**config.mk**
```make
export PLATFORM = sky130hd
export DESIGN_NAME = alu_core
export DESIGN_NICKNAME = d
export VERILOG_FILES = /design/src/rtl/alu_pkg.sv /design/src/rtl/alu_decode.sv /design/src/rtl/alu_adder.sv /design/src/rtl/alu_bitops.sv /design/src/rtl/alu_core.sv
export SDC_FILE = /design/constraint.sdc
export NUM_CORES = 1
export LEC_CHECK = 0
export CORE_MARGIN = 2
export CORE_UTILIZATION = 30
export DETAILED_ROUTE_END_ITERATION = 8
export DONT_BUFFER_PORTS = 1
export GPL_ROUTABILITY_DRIVEN = 0
export MAX_ROUTING_LAYER = met4
export PLACE_DENSITY = 0.5
export SETUP_SLACK_MARGIN = 0.3
export SLEW_MARGIN = 20
export SYNTH_ARGS = -nofsm -noshare
export SYNTH_HDL_FRONTEND = slang
export SYNTH_SLANG_ARGS = --single-unit
```
**constraint.sdc**
```tcl
create_clock -name clk -period 3.1 [get_ports clk]
set_input_delay 0.155 -clock clk [delete_from_list [all_inputs] [get_ports clk]]
set_output_delay 0.155 -clock clk [all_outputs]
set_load 0.02 [all_outputs]
```
**src/rtl/alu_pkg.sv**
```systemverilog
package alu_pkg;

  typedef enum logic [2:0] {
    K_CLEAR,
    K_ARITH,
    K_HALVE,
    K_LOGIC,
    K_FLAGSET,
    K_CONST
  } op_kind_e;

  typedef enum logic [1:0] {
    CS_ONE,
    CS_EXT,
    CS_REG
  } carry_src_e;

  typedef struct packed {
    op_kind_e   kind;
    logic       inv_a;
    logic       inv_b;
    logic       use_b;
    carry_src_e csrc;
  } op_ctl_t;

endpackage

```
**src/rtl/alu_decode.sv**
```systemverilog
module alu_decode
  import alu_pkg::*;
#(
  parameter int OP_W = 5
) (
  input  logic [OP_W-1:0] op,
  output op_ctl_t         ctl
);

  always_comb begin
    ctl = '{kind: K_CLEAR, inv_a: 1'b0, inv_b: 1'b0, use_b: 1'b0, csrc: CS_ONE};
    if (op[4] == 1'b0) begin
      if (op[3:0] == 4'h0) begin
        ctl.kind = K_CLEAR;
      end else if (op[3:2] == 2'b01) begin
        ctl.kind = K_HALVE;
      end else begin
        ctl.kind = K_ARITH;
        unique case (op[3:0])
          4'h1: begin ctl.inv_a = 1'b1; ctl.csrc = CS_ONE; end
          4'h2: begin ctl.inv_a = 1'b1; ctl.csrc = CS_EXT; end
          4'h3: begin ctl.inv_a = 1'b1; ctl.csrc = CS_REG; end
          4'h8: begin ctl.use_b = 1'b1; ctl.csrc = CS_EXT; end
          4'h9: begin ctl.use_b = 1'b1; ctl.csrc = CS_REG; end
          4'hA: begin ctl.use_b = 1'b1; ctl.inv_b = 1'b1; ctl.csrc = CS_ONE; end
          4'hB: begin ctl.use_b = 1'b1; ctl.inv_b = 1'b1; ctl.csrc = CS_EXT; end
          4'hC: begin ctl.use_b = 1'b1; ctl.inv_b = 1'b1; ctl.csrc = CS_REG; end
          4'hD: begin ctl.use_b = 1'b1; ctl.inv_a = 1'b1; ctl.csrc = CS_ONE; end
          4'hE: begin ctl.use_b = 1'b1; ctl.inv_a = 1'b1; ctl.csrc = CS_EXT; end
          default: begin ctl.use_b = 1'b1; ctl.inv_a = 1'b1; ctl.csrc = CS_REG; end
        endcase
      end
    end else begin
      unique case (op[3:2])
        2'b10:   ctl.kind = K_FLAGSET;
        2'b11:   ctl.kind = K_CONST;
        default: ctl.kind = K_LOGIC;
      endcase
    end
  end

endmodule

```
**src/rtl/alu_adder.sv**
```systemverilog
module alu_adder #(
  parameter int W = 16
) (
  input  logic [W-1:0] opa,
  input  logic [W-1:0] opb,
  input  logic         inv_a,
  input  logic         inv_b,
  input  logic         use_b,
  input  logic         cin,
  output logic [W-1:0] sum,
  output logic         cout
);

  logic [W-1:0] x, y;
  logic [W:0]   total;

  always_comb begin
    x     = inv_a ? ~opa : opa;
    y     = use_b ? (inv_b ? ~opb : opb) : '0;
    total = {1'b0, x} + {1'b0, y} + {{W{1'b0}}, cin};
    sum   = total[W-1:0];
    cout  = total[W];
  end

endmodule

```
**src/rtl/alu_bitops.sv**
```systemverilog
module alu_bitops #(
  parameter int W = 16
) (
  input  logic [4:0]   op,
  input  logic [W-1:0] opa,
  input  logic [W-1:0] opb,
  input  logic         fill_left,
  input  logic         fill_right,
  input  logic         fill_shift,
  output logic [W-1:0] logic_res,
  output logic [W-1:0] halve_res,
  output logic [W-1:0] const_res
);

  localparam int BYTE_W = (W < 8) ? W : 8;
  localparam int NIB_W  = (W < 4) ? W : 4;

  logic [W-1:0] k_one, k_byte, k_nib, k_alt;

  for (genvar i = 0; i < W; i++) begin : g_const
    assign k_one[i]  = (i == 0);
    assign k_byte[i] = (i < BYTE_W);
    assign k_nib[i]  = (i < NIB_W);
    assign k_alt[i]  = ((i % 2) == 0);
  end

  logic fill;

  always_comb begin
    unique case (op[2:0])
      3'd0:    logic_res = opa & opb;
      3'd1:    logic_res = opa & ~opb;
      3'd2:    logic_res = ~opa & opb;
      3'd3:    logic_res = opa | opb;
      3'd4:    logic_res = ~opa | opb;
      3'd5:    logic_res = opa ^ opb;
      3'd6:    logic_res = opa;
      default: logic_res = ~opa;
    endcase

    unique case (op[1:0])
      2'd0:    fill = opa[W-1];
      2'd1:    fill = fill_left;
      2'd2:    fill = fill_right;
      default: fill = fill_shift;
    endcase
    halve_res = {fill, opa[W-1:1]};

    unique case (op[1:0])
      2'd0:    const_res = k_one;
      2'd1:    const_res = k_byte;
      2'd2:    const_res = k_nib;
      default: const_res = k_alt;
    endcase
  end

endmodule

```
**src/rtl/alu_core.sv**
```systemverilog
module alu_core
  import alu_pkg::*;
#(
  parameter int W    = 16,
  parameter int OP_W = 5
) (
  input  logic            clk,
  input  logic            rst_n,
  input  logic            in_valid,
  output logic            in_ready,
  input  logic [OP_W-1:0] in_op,
  input  logic [W-1:0]    in_a,
  input  logic [W-1:0]    in_b,
  input  logic            carry_in,
  input  logic            fill_left,
  input  logic            fill_right,
  input  logic            fill_shift,
  output logic            out_valid,
  input  logic            out_ready,
  output logic [W-1:0]    out_result,
  output logic            carry_out,
  output logic            out_clear,
  output logic [1:0]      flag_mode
);

  op_ctl_t      ctl;
  logic         accept;
  logic         add_cin;
  logic [W-1:0] add_sum, logic_res, halve_res, const_res;
  logic         add_cout;
  logic [W-1:0] next_res;
  logic         next_cy;
  logic         carry_q;

  assign in_ready = !out_valid || out_ready;
  assign accept   = in_valid && in_ready;

  alu_decode #(.OP_W(OP_W)) u_dec (
    .op  (in_op),
    .ctl (ctl)
  );

  always_comb begin
    unique case (ctl.csrc)
      CS_EXT:  add_cin = carry_in;
      CS_REG:  add_cin = carry_q;
      default: add_cin = 1'b1;
    endcase
  end

  alu_adder #(.W(W)) u_add (
    .opa   (in_a),
    .opb   (in_b),
    .inv_a (ctl.inv_a),
    .inv_b (ctl.inv_b),
    .use_b (ctl.use_b),
    .cin   (add_cin),
    .sum   (add_sum),
    .cout  (add_cout)
  );

  alu_bitops #(.W(W)) u_bits (
    .op         (in_op[4:0]),
    .opa        (in_a),
    .opb        (in_b),
    .fill_left  (fill_left),
    .fill_right (fill_right),
    .fill_shift (fill_shift),
    .logic_res  (logic_res),
    .halve_res  (halve_res),
    .const_res  (const_res)
  );

  always_comb begin
    next_cy = 1'b0;
    unique case (ctl.kind)
      K_ARITH: begin next_res = add_sum; next_cy = add_cout; end
      K_HALVE: next_res = halve_res;
      K_LOGIC: next_res = logic_res;
      K_CONST: next_res = const_res;
      default: next_res = '0;
    endcase
  end

  always_ff @(posedge clk or negedge rst_n) begin
    if (!rst_n) begin
      out_valid  <= 1'b0;
      out_result <= '0;
      carry_q    <= 1'b0;
      out_clear  <= 1'b0;
      flag_mode  <= 2'd0;
    end else begin
      if (accept) begin
        out_valid  <= 1'b1;
        out_result <= next_res;
        carry_q    <= next_cy;
        out_clear  <= (ctl.kind == K_CLEAR);
        if (ctl.kind == K_CLEAR)   flag_mode <= 2'd0;
        if (ctl.kind == K_FLAGSET) flag_mode <= in_op[1:0];
      end else if (out_ready) begin
        out_valid <= 1'b0;
        out_clear <= 1'b0;
      end
    end
  end

  assign carry_out = carry_q;

  AST_ACCEPT_GIVES_OUTPUT: assert property (@(posedge clk) disable iff (!rst_n)
    accept |=> out_valid);
  AST_STALL_HOLDS: assert property (@(posedge clk) disable iff (!rst_n)
    (out_valid && !out_ready) |=> (out_valid && $stable(out_result) && $stable(carry_out)
                                   && $stable(flag_mode)));
  AST_NONARITH_NO_CARRY: assert property (@(posedge clk) disable iff (!rst_n)
    (accept && in_op[4]) |=> !carry_out);
  AST_FLAGSET_ZERO: assert property (@(posedge clk) disable iff (!rst_n)
    (accept && in_op[4:2] == 3'b110) |=> (out_result == '0 && flag_mode == $past(in_op[1:0])));
  AST_CLEAR_ALL: assert property (@(posedge clk) disable iff (!rst_n)
    (accept && in_op == '0) |=> (out_result == '0 && !carry_out && flag_mode == 2'd0 && out_clear));
  AST_CLEAR_ONE_BEAT: assert property (@(posedge clk) disable iff (!rst_n)
    (accept && in_op != '0) |=> !out_clear);

endmodule

```
==> results of run 1 <==
## where the power goes
group / internal, mW / switching, mW / total, mW
logic: 0.447 / 0.489 / 0.935
clock network: 0.174 / 0.115 / 0.289
registers: 0.325 / 0.104 / 0.429
total: 0.946 / 0.708 / 1.65
## registers in the layout, indices dropped and copies added, names as in the netlist
register,flops
out_valid,1
carry_out,1
out_clear,1
out_result,16
flag_mode,2
## final cells by class
class,count,share of cell area [%]
multi-input cells,459,68.74
repair buffers,76,12.22
flip-flops and latches,21,10.58
well taps,176,4.433
inverters,31,2.418
clock buffers,3,1.511
clock inverters,1,0.1008
## worst max-delay path: cells and delay by family
kind / cells / cell delay (ns)
buf+inv: 3 / 0.27
fa+ha+maj: 4 / 1.23
compound gates: 9 / 1.64
## kinds of logic after synthesis
| logic type | after synthesis | synth area share (%) |
|---|---|---|
| flip-flops | 21 | 12.87 |
| XOR/XNOR | 43 | 9.225 |
| multiplexers | 10 | 2.544 |
| AO/OA/AOI/OAI | 213 | 36.16 |
| AND/OR/NAND/NOR | 152 | 18.20 |
| buffers and inverters | 77 | 8.060 |
| adder cells (fa/ha/maj) | 41 | 12.93 |
## worst paths after layout
check	start	end	slack [ns]	depth (start not counted)
min in group asynchronous	rst_n	carry_out$_DFFE_PN0P_	0.35	2
worst min register to register	flag_mode[1]$_DFFE_PN0P_	flag_mode[1]$_DFFE_PN0P_	0.64	2
worst max-delay path	in_op[0]	carry_out$_DFFE_PN0P_	-0.05	16
max in group asynchronous	rst_n	out_result[6]$_DFFE_PN0P_	2.60	2
worst min-delay path	in_valid	out_valid$_DFFE_PN0P_	0.004	1
worst max register to register	carry_out$_DFFE_PN0P_	carry_out$_DFFE_PN0P_	0.38	9
## repair_timing
| action | in CTS | in global routing |
|---|---|---|
| endpoints found under the setup margin | 15 | 16 |
| hold buffers | 3 | 0 |
| buffers inserted | 4 | 2 |
| pin swaps | 23 | 12 |
| gates resized for setup | 21 | 7 |
| hold endpoints to repair | 23 | 0 |
## routing by layer
layer	part of all wire, %	track usage [%]	routed length [um]
met5	0	-	0
met4	2.4	6.686	356
met1	46	28.56	6829
met2	46	33.58	6877
met3	6.0	2.877	898
## placed cells by master, fill, tap and decap left out, types with 4 or more instances in the layout
master / count
a22o_1: 6
o221ai_1: 5
a221oi_1: 8
mux2i_1: 7
buf_4: 69
nor2_1: 39
nor3_1: 7
o21ai_1: 5
inv_1: 29
nand2_1: 44
o22ai_1: 9
dfrtp_1: 21
nand2b_1: 8
o21ai_0: 45
a31oi_1: 6
nand3b_1: 6
o211ai_1: 7
a21oi_2: 6
a32oi_1: 6
and3_1: 5
a21oi_1: 46
nor2b_1: 16
ha_1: 37
a211oi_1: 7
a211oi_2: 4
a21o_1: 7
xnor2_1: 39
nand3_1: 8
a31o_2: 4
==> summary.md, run 1 <==
| Metric | Value |
|---|---|
| Max incr delay on CP | 0.38 ns |
| Root Driver | clkbuf_16 |
| Fin. max-slew vios | 0 |
| Initial Utilization | 30.83% |
| Syn Nets | 643 |
| Fin worst setup slack | -0.05148 ns |
| Clk_skew | 0.004197 ns |
| Register area | 525.5 sq um |
| Worst slew pin tran | 0.7061 ns |
| Vias per std cell | 5.708 |
| Worst IR Drop VDD | 220.5 uV |
| Outcome | complete, but fails checks |
| Setup Viol. Count Final | 5 |
| Worst skew pair latency | 0.26 ns |
| Inserted Diodes | 0 |
| # clock sinks | 21 |
| DIE HEIGHT | 120.7 um |
| DRT Pass-1 Iters | 4 |
| Number of synthesized register bits | 21 |
| GRT overflow | 0 |
| Inserted Clock Buffers | 3 |
| Cell area after layout | 0.004967 sq mm |
| Netlist cell types | 72 |
| F_max | 0.3173 GHz |
| Core Util, Final | 37.51% |
| CTS Buffer Depth | 2 |
| Vias in the first global route | 4,282 |
| Netlist Area Pre-Place | 0.004083 sq mm |
| Tmin final | 3.151 ns |
| Smallest hold slack | 0.003956 ns |
| DRC viols | 0 |
| Crit share post-route | 101.7% |
| Final nets | 678 |
| Post-DP HPWL | 11,780 um |
| Leak | 2.047 nW |
| Worst slew margin | 52.93% |
| Crit path launch type | input port |
| Placed inst area | 0.004661 sq mm |
| Worst endpoint data arrival time | 3.30 ns |
| Die Footprint | 0.01456 sq mm |
| Hold Path Class | in -> reg |
| First-pass GRT wire length | 23,920 um |
| Ys flop type | dfrtp_1 |
| EDFF count, synth | 0 |
| Worst-path clk slew | 0.06 ns |
| CP Max Fanout | 6 |
| Crit path max-delay cell type | fa_2 |
| Port bufs | 0 |
| Initial antenna violation count | 0 |
| Final count of hold timing violations | 0 |
| Critical Path RT | 3.25 ns |
| Post-synth ARST share | 100.0% |
| Top cells by count, synth | 50 x a21oi_1, 50 x o21ai_0, 46 x nand2_1 |
| Register area share after synthesis | 12.87% |
| Pwr dens | 332.8 mW/mm^2 |
| Total Power | 1.653 mW |
| Fill count | 1,393 |
| Mean Syn Cell Area | 7.330 sq um |
| Area Overhead vs Synth | 21.67% |
| Kind of end point of the critical path | flop |
| Initial drt markers | 388 |
| CTS tree | built |
| H-tree depth | 1 |
| Layout cells sized above 1 | 22.17% |
| Routed vias | 4,378 |
| Max Cap Viol | 0 |
| Site Rows | 42 |
| Core area | 0.01324 sq mm |
| Top area cells in the synthesized netlist | dfrtp_1 13%, ha_1 12%, xnor2_1 8.8% |
| Multi-input gate area | 0.003415 sq mm |
| RSZ-0062 raised after global routing | true |
| Final Non-Filler Cells | 767 |
| Total GRT Usage | 21.39% |
| Failing checks | negative setup slack |
| Largest net degree at the start of global routing | 49 |
| Critical-path cell list | clkinvlp_4 > ha_4 > buf_6 > o211ai_1 > a21o_1 > inv_1 > ha_1 > a221o_1 > fa_2 > fa_2 > a211oi_4 > o311ai_4 > a31oi_4 > a21oi_2 > a211oi_2 > a211oi_2 |
| Die W | 120.7 um |
| Routed WL | 14,960 um |
| Syn. warnings | 0 |
| Setup Crit Path Kind | in -> reg |
| Routed len/inst | 19.51 um |
| Cell taking the most area after synthesis | dfrtp_1 |
| I/O pin count | 67 |
| Post-route ant nets | 0 |
| TNS Setup | -0.1717 ns |
| Inst Count DP | 754 |
| Mapped Cells | 557 |
| Top-area cell type share of the netlist area | 12.87% |
| Dpl ws | -0.4129 ns |
Note: power is estimated with default switching activity, not from simulation.
==> run 2: changes to the inputs <==
Settings changed: CORE_UTILIZATION 30 to 50, PLACE_DENSITY 0.5 to 0.76.
==> summary.md, run 2 (synthesized netlist as in run 1, its figures left out) <==
| Metric | Value |
|---|---|
| H-tree depth | 1 (unchanged) |
| DRT Pass-1 Iters | 6 (+2) |
| Vias in the first global route | 4,333 (+1.2%) |
| CP Max Fanout | 6 (unchanged) |
| Final nets | 674 (-0.59%) |
| Root Driver | clkbuf_8 |
| Biggest regs | out_result: 16 flops, flag_mode: 2 flops |
| Layout cells sized above 1 | 22.66% (+0.49 points) |
| Fin worst setup slack | -0.06267 ns (-0.01119 ns) |
| Worst endpoint data arrival time | 3.31 ns (about the same) |
| Site Rows | 32 (-24%) |
| Crit path max-delay cell type | a2111oi_4 |
| R2R setup slack | 0.32 ns (-0.06 ns) |
| TNS Setup | -0.1673 ns (+0.004336 ns) |
| Clk_skew | 0.002905 ns (-0.001292 ns) |
| DIE HEIGHT | 94.36 um (-22%) |
| Area Overhead vs Synth | 19.43% |
| Most frequent cells in the layout | 60 x buf_4, 44 x nand2_1, 43 x o21ai_0 |
| Leak | 2.009 nW (-1.9%) |
| I/O pin count | 67 (unchanged) |
| Smallest hold slack | 0.07483 ns (+0.07087 ns) |
| RSZ-0062 raised after global routing | true |
| Worst slew pin tran | 0.9545 ns (+0.2484 ns) |
| Routed vias | 4,576 (+4.5%) |
| Worst slew margin | 36.16% (-17 points) |
| Max reg flops | 16 (unchanged) |
| Fill count | 663 (-52%) |
| Setup Crit Path Kind | in -> reg |
| Tmin final | 3.163 ns (+0.01119 ns) |
| Fin. max-slew vios | 0 (unchanged) |
| Multi-input gate area | 0.003463 sq mm (+1.4%) |
| CTS Buffer Depth | 2 (unchanged) |
| Outcome | complete, but fails checks |
| Setup Viol. Count Final | 5 (unchanged) |
| Total GRT Usage | 32.77% (+11 points) |
| Commonest non-fill, non-tap cell in the layout | buf_4 |
| Post-DP HPWL | 10,660 um (-9.5%) |
| Top reg by flops | out_result |
| Max incr delay on CP | 0.41 ns (+0.03 ns) |
| Inserted Clock Buffers | 3 (unchanged) |
| Failing checks | negative setup slack |
| Kind of end point of the critical path | flop |
| Routed WL | 14,250 um (-4.7%) |
| Routed len/inst | 20.69 um (+6.1%) |
| Port bufs | 0 (unchanged) |
| Critical Path RT | 3.25 ns (about the same) |
| Inserted Diodes | 0 (unchanged) |
| Pwr dens | 325.4 mW/mm^2 (-2.2%) |
| Max Cap Viol | 0 (unchanged) |
| Die Footprint | 0.008904 sq mm (-39%) |
| First-pass GRT wire length | 22,600 um (-5.5%) |
| # clock sinks | 21 (unchanged) |
| Initial Utilization | 52.29% (+21 points) |
| Largest net degree at the start of global routing | 49 (unchanged) |
| Worst-path clk slew | 0.08 ns (+0.02 ns) |
| Worst IR Drop VDD | 164.5 uV (-25%) |
| Worst skew pair latency | 0.26 ns (about the same) |
| Register area | 525.5 sq um (unchanged) |
| Crit share post-route | 102.0% (+0.36 points) |
| Initial drt markers | 622 (+60%) |
| Crit path launch type | input port |
| Vias per std cell | 6.642 (+16%) |
| Critical-path cell list | clkinvlp_4 > ha_4 > nor2_4 > inv_2 > o21ai_2 > nand2_1 > a21o_1 > inv_1 > ha_1 > a221o_1 > fa_2 > buf_6 > buf_6 > a211oi_4 > o21ai_4 > o211ai_4 > xnor2_2 > a2111oi_4 > nor2_1 |
| Hold Path Class | in -> reg |
| Most used cell, CP | buf_6 |
| Post-route ant nets | 0 (unchanged) |
| Final count of hold timing violations | 0 (unchanged) |
| GRT overflow | 0 (unchanged) |
| CTS tree | built |
| Core area | 0.007807 sq mm (-41%) |
| Die W | 94.36 um (-22%) |
| Initial antenna violation count | 0 (unchanged) |
| F_max | 0.3162 GHz (-0.35%) |
| DRC viols | 0 (unchanged) |
run 2: report_power, final:
group | switching, mW | internal [mW]
registers | 0.106 | 0.324
logic | 0.515 | 0.456
clock network | 0.0938 | 0.0917
run 2: worst max-delay path: cells and delay by family:
family                   cells  cell delay [ns]
AND/OR/NAND/NOR              3             0.23
buffers and inverters        5             0.46
adder cells (fa/ha/maj)      3             0.81
AO/OA/AOI/OAI                7             1.54
XOR/XNOR                     1             0.10
run 2: final timing paths:
kind / from / to / cells past startpoint
worst max-delay path: in_op[0] / out_result[7]$_DFFE_PN0P_ / 19
worst min-delay path: in_op[4] / out_result[0]$_DFFE_PN0P_ / 3
worst max register to register: carry_out$_DFFE_PN0P_ / out_result[7]$_DFFE_PN0P_ / 10
worst min register to register: flag_mode[0]$_DFFE_PN0P_ / flag_mode[0]$_DFFE_PN0P_ / 2
max in group asynchronous: rst_n / out_result[4]$_DFFE_PN0P_ / 1
min in group asynchronous: rst_n / out_result[12]$_DFFE_PN0P_ / 1
run 2: final cells by class:
type / count / share of cell area [%]
multi-input combinational: 459 / 71.03
clock buffer: 4 / 0.9238
inverter: 31 / 2.463
tap: 102 / 2.617
timing repair buffer: 72 / 12.19
sequential: 21 / 10.78
run 2: routing by layer:
layer | wire length (um) | track usage, % | vias to the layer above
li1 | - | - | 2105
met1 | 5573 | 41.59 | 2131
met2 | 6594 | 52.56 | 291
met3 | 1673 | 6.704 | 49
met4 | 412 | 10.14 | 0
met5 | 0 | - | -
run 2: stage by stage:
step	util, %	setup WS [ns]	power (mW)	area, sq um	instances
floorplan	-	-0.4313	1.033	4173	557
global placement	58.09	-0.2689	1.231	4536	674
detailed placement	58.09	-0.4039	1.259	4536	674
CTS	60.75	-0.02599	1.502	4743	686
global route	62.45	-0.1853	1.691	4876	689
finish	62.45	-0.06267	1.587	4876	689
run 2: what timing repair did:
action / in CTS / in global routing
hold buffers: 3 / 0
pin swaps: 27 / 20
setup buffers: 5 / 3
resized for setup: 25 / 20
endpoints found under the setup margin: 15 / 16
endpoints found under the hold margin: 24 / 0
==> run 3: changes to the inputs <==
Settings changed: CORE_UTILIZATION 50 to 35, GPL_ROUTABILITY_DRIVEN 0 to not set, PLACE_DENSITY 0.76 to 0.59.
==> summary.md, run 3 (synthesized netlist as in run 1, its figures left out) <==
| Metric | Value |
|---|---|
| Setup Crit Path Kind | in -> reg |
| Critical Path RT | 3.24 ns (about the same) |
| Delay-heaviest family, CP | compound AO/OA/AOI/OAI gates |
| Worst endpoint data arrival time | 3.33 ns (+0.02 ns) |
| Hold Path Class | in -> reg |
| Vias in the first global route | 4,248 (-2.0%) |
| Inst Count DP | 711 (+5.5%) |
| DIE HEIGHT | 112.0 um (+19%) |
| DRC viols | 0 (unchanged) |
| Fin worst setup slack | -0.08075 ns (-0.01808 ns) |
| Worst skew pair latency | 0.26 ns (about the same) |
| Crit share post-route | 102.6% (+0.58 points) |
| Most frequent cells in the layout | 61 x buf_4, 45 x nand2_1, 45 x a21oi_1 |
| First-pass GRT wire length | 23,160 um (+2.4%) |
| Post-route ant nets | 0 (unchanged) |
| Routed len/inst | 19.58 um (-5.3%) |
| Fill count | 1,171 (+77%) |
| Cell area after layout | 0.004868 sq mm (-0.15%) |
| Root Driver | clkbuf_16 |
| Initial Utilization | 35.75% (-17 points) |
| Die Footprint | 0.01255 sq mm (+41%) |
| Clk_skew | 0.003505 ns (+0.0005996 ns) |
| GRT overflow | 0 (unchanged) |
| CTS tree | built |
| CP Max Fanout | 6 (unchanged) |
| Worst-path clk slew | 0.06 ns (-0.02 ns) |
| Final GP Congestion | 0.9270 |
| # clock sinks | 21 (unchanged) |
| Pwr dens | 337.0 mW/mm^2 (+3.6%) |
| Dpl ws | -0.4031 ns (+0.0007830 ns) |
| Routed WL | 14,240 um (-0.13%) |
| Routed vias | 4,333 (-5.3%) |
| Kind of end point of the critical path | flop |
| Largest net degree at the start of global routing | 50 (+2.0%) |
| WP buf/inv | 3 (-2) |
| Inserted Diodes | 0 (unchanged) |
| Inserted Clock Buffers | 3 (unchanged) |
| RSZ-0062 raised after global routing | true |
| F_max | 0.3144 GHz (-0.57%) |
| Post-DP HPWL | 10,820 um (+1.5%) |
| Placed inst area | 0.004544 sq mm (+0.19%) |
| CTS Buffer Depth | 2 (unchanged) |
| Worst IR Drop VDD | 225.8 uV (+37%) |
| Layout cells sized above 1 | 21.40% (-1.3 points) |
| Critical-path cell list | clkinvlp_4 > ha_4 > nor2_4 > inv_2 > buf_4 > a21oi_4 > nand2_1 > ha_1 > a221o_1 > fa_2 > fa_2 > a211oi_4 > o311ai_4 > a31oi_4 > a21oi_2 > a211oi_2 > a211oi_2 |
| Max reg flops | 16 (unchanged) |
| Final nets | 671 (-0.45%) |
| Outcome | complete, but fails checks |
| Final Non-Filler Cells | 727 (+5.5%) |
| Commonest non-fill, non-tap cell in the layout | buf_4 |
| Core Util, Final | 42.64% (-20 points) |
| Setup Viol. Count Final | 5 (unchanged) |
| Port bufs | 0 (unchanged) |
| Final count of hold timing violations | 0 (unchanged) |
| Site Rows | 39 (+22%) |
| H-tree depth | 1 (unchanged) |
| Fin. max-slew vios | 0 (unchanged) |
| Total GRT Usage | 23.26% (-9.5 points) |
| Area Overhead vs Synth | 19.25% |
| Die W | 112.0 um (+19%) |
| Worst slew margin | 46.11% (+9.9 points) |
| Crit path max-delay cell type | fa_2 |
| I/O pin count | 67 (unchanged) |
| Core area | 0.01142 sq mm (+46%) |
| Initial antenna violation count | 0 (unchanged) |
| Worst slew pin tran | 0.7983 ns (-0.1562 ns) |
| Initial drt markers | 286 (-54%) |
| Max Cap Viol | 0 (unchanged) |
| Leak | 2.004 nW (-0.25%) |
| DRT Pass-1 Iters | 5 (-1) |
| Vias per std cell | 5.960 (-10%) |
| Failing checks | negative setup slack |
| Biggest regs | out_result: 16 flops, flag_mode: 2 flops |
| Max incr delay on CP | 0.39 ns (-0.02 ns) |
| Top reg by flops | out_result |
| Tmin final | 3.181 ns (+0.01808 ns) |
| Crit path launch type | input port |
-- run 3: cell count changes in the layout (fill, tap and decap cells not counted), sizes merged --
cell / previous run / this run
clkinv: 0 / 1
clkbuf: 4 / 3
dlygate4sd3: 3 / 2
buf: 69 / 67
-- run 3: where the power goes --
group	switching [mW]	internal, mW
clock	0.111	0.174
combinational	0.487	0.437
sequential	0.107	0.325
-- run 3: what timing repair did --
action	in CTS	in global routing
resized for setup	26	6
hold endpoints to repair	22	21
hold buffers	2	1
setup endpoints to repair	14	15
setup buffers	7	2
pin swaps	21	15
-- run 3: final timing paths --
| check | start | endpoint | slack [ns] | depth (start not counted) |
|---|---|---|---|---|
| worst min register to register | flag_mode[0]$_DFFE_PN0P_ | flag_mode[0]$_DFFE_PN0P_ | 0.63 | 2 |
| min in group asynchronous | rst_n | out_result[6]$_DFFE_PN0P_ | 0.44 | 2 |
| max in group asynchronous | rst_n | flag_mode[0]$_DFFE_PN0P_ | 2.31 | 2 |
| worst max register to register | carry_out$_DFFE_PN0P_ | carry_out$_DFFE_PN0P_ | 0.24 | 9 |
| worst max-delay path | in_op[0] | carry_out$_DFFE_PN0P_ | -0.08 | 17 |
| worst min-delay path | in_valid | out_valid$_DFFE_PN0P_ | 0.006 | 1 |
-- run 3: worst register-to-register path: stages, from the launching register on --
cell and delay [ns]:
dfrtp_1 0.50, a221o_1 0.41, fa_2 0.37, fa_2 0.39, a211oi_4 0.32, o311ai_4 0.15
a31oi_4 0.25, a21oi_2 0.11, a211oi_2 0.21, a211oi_2 0.05
-- run 3: metrics by stage --
stage	power [mW]	hold slack [ns]	setup TNS (ns)
6_report	1.641	0.006194	-0.2521
5_1_grt	1.741	0.005971	-1.755
4_1_cts	1.601	0.006830	-0.1088
3_5_place_dp	1.249	-0.1395	-3.651
3_3_place_gp	1.234	-0.1394	-2.895
2_1_floorplan	1.033	-0.1406	-2.561
-- run 3: metal layers --
| layer | vias up | wire length [um] | track usage [%] |
|---|---|---|---|
| met5 | - | 0 | - |
| met4 | 0 | 210 | 4.715 |
| met3 | 16 | 1096 | 4.300 |
| met2 | 143 | 6400 | 36.16 |
| met1 | 2081 | 6529 | 31.84 |
| li1 | 2093 | - | - |
-- run 3: cell type report --
type,count,area [sq um],share of cell area [%]
Timing Repair Buffer,69,539.3,11.08
Clock buffer,3,75.07,1.542
Inverter,31,120.1,2.467
Multi-Input combinational cell,459,3425,70.34
Sequential cell,21,525.5,10.79
Tap cell,143,178.9,3.675
Clock inverter,1,5.005,0.1028
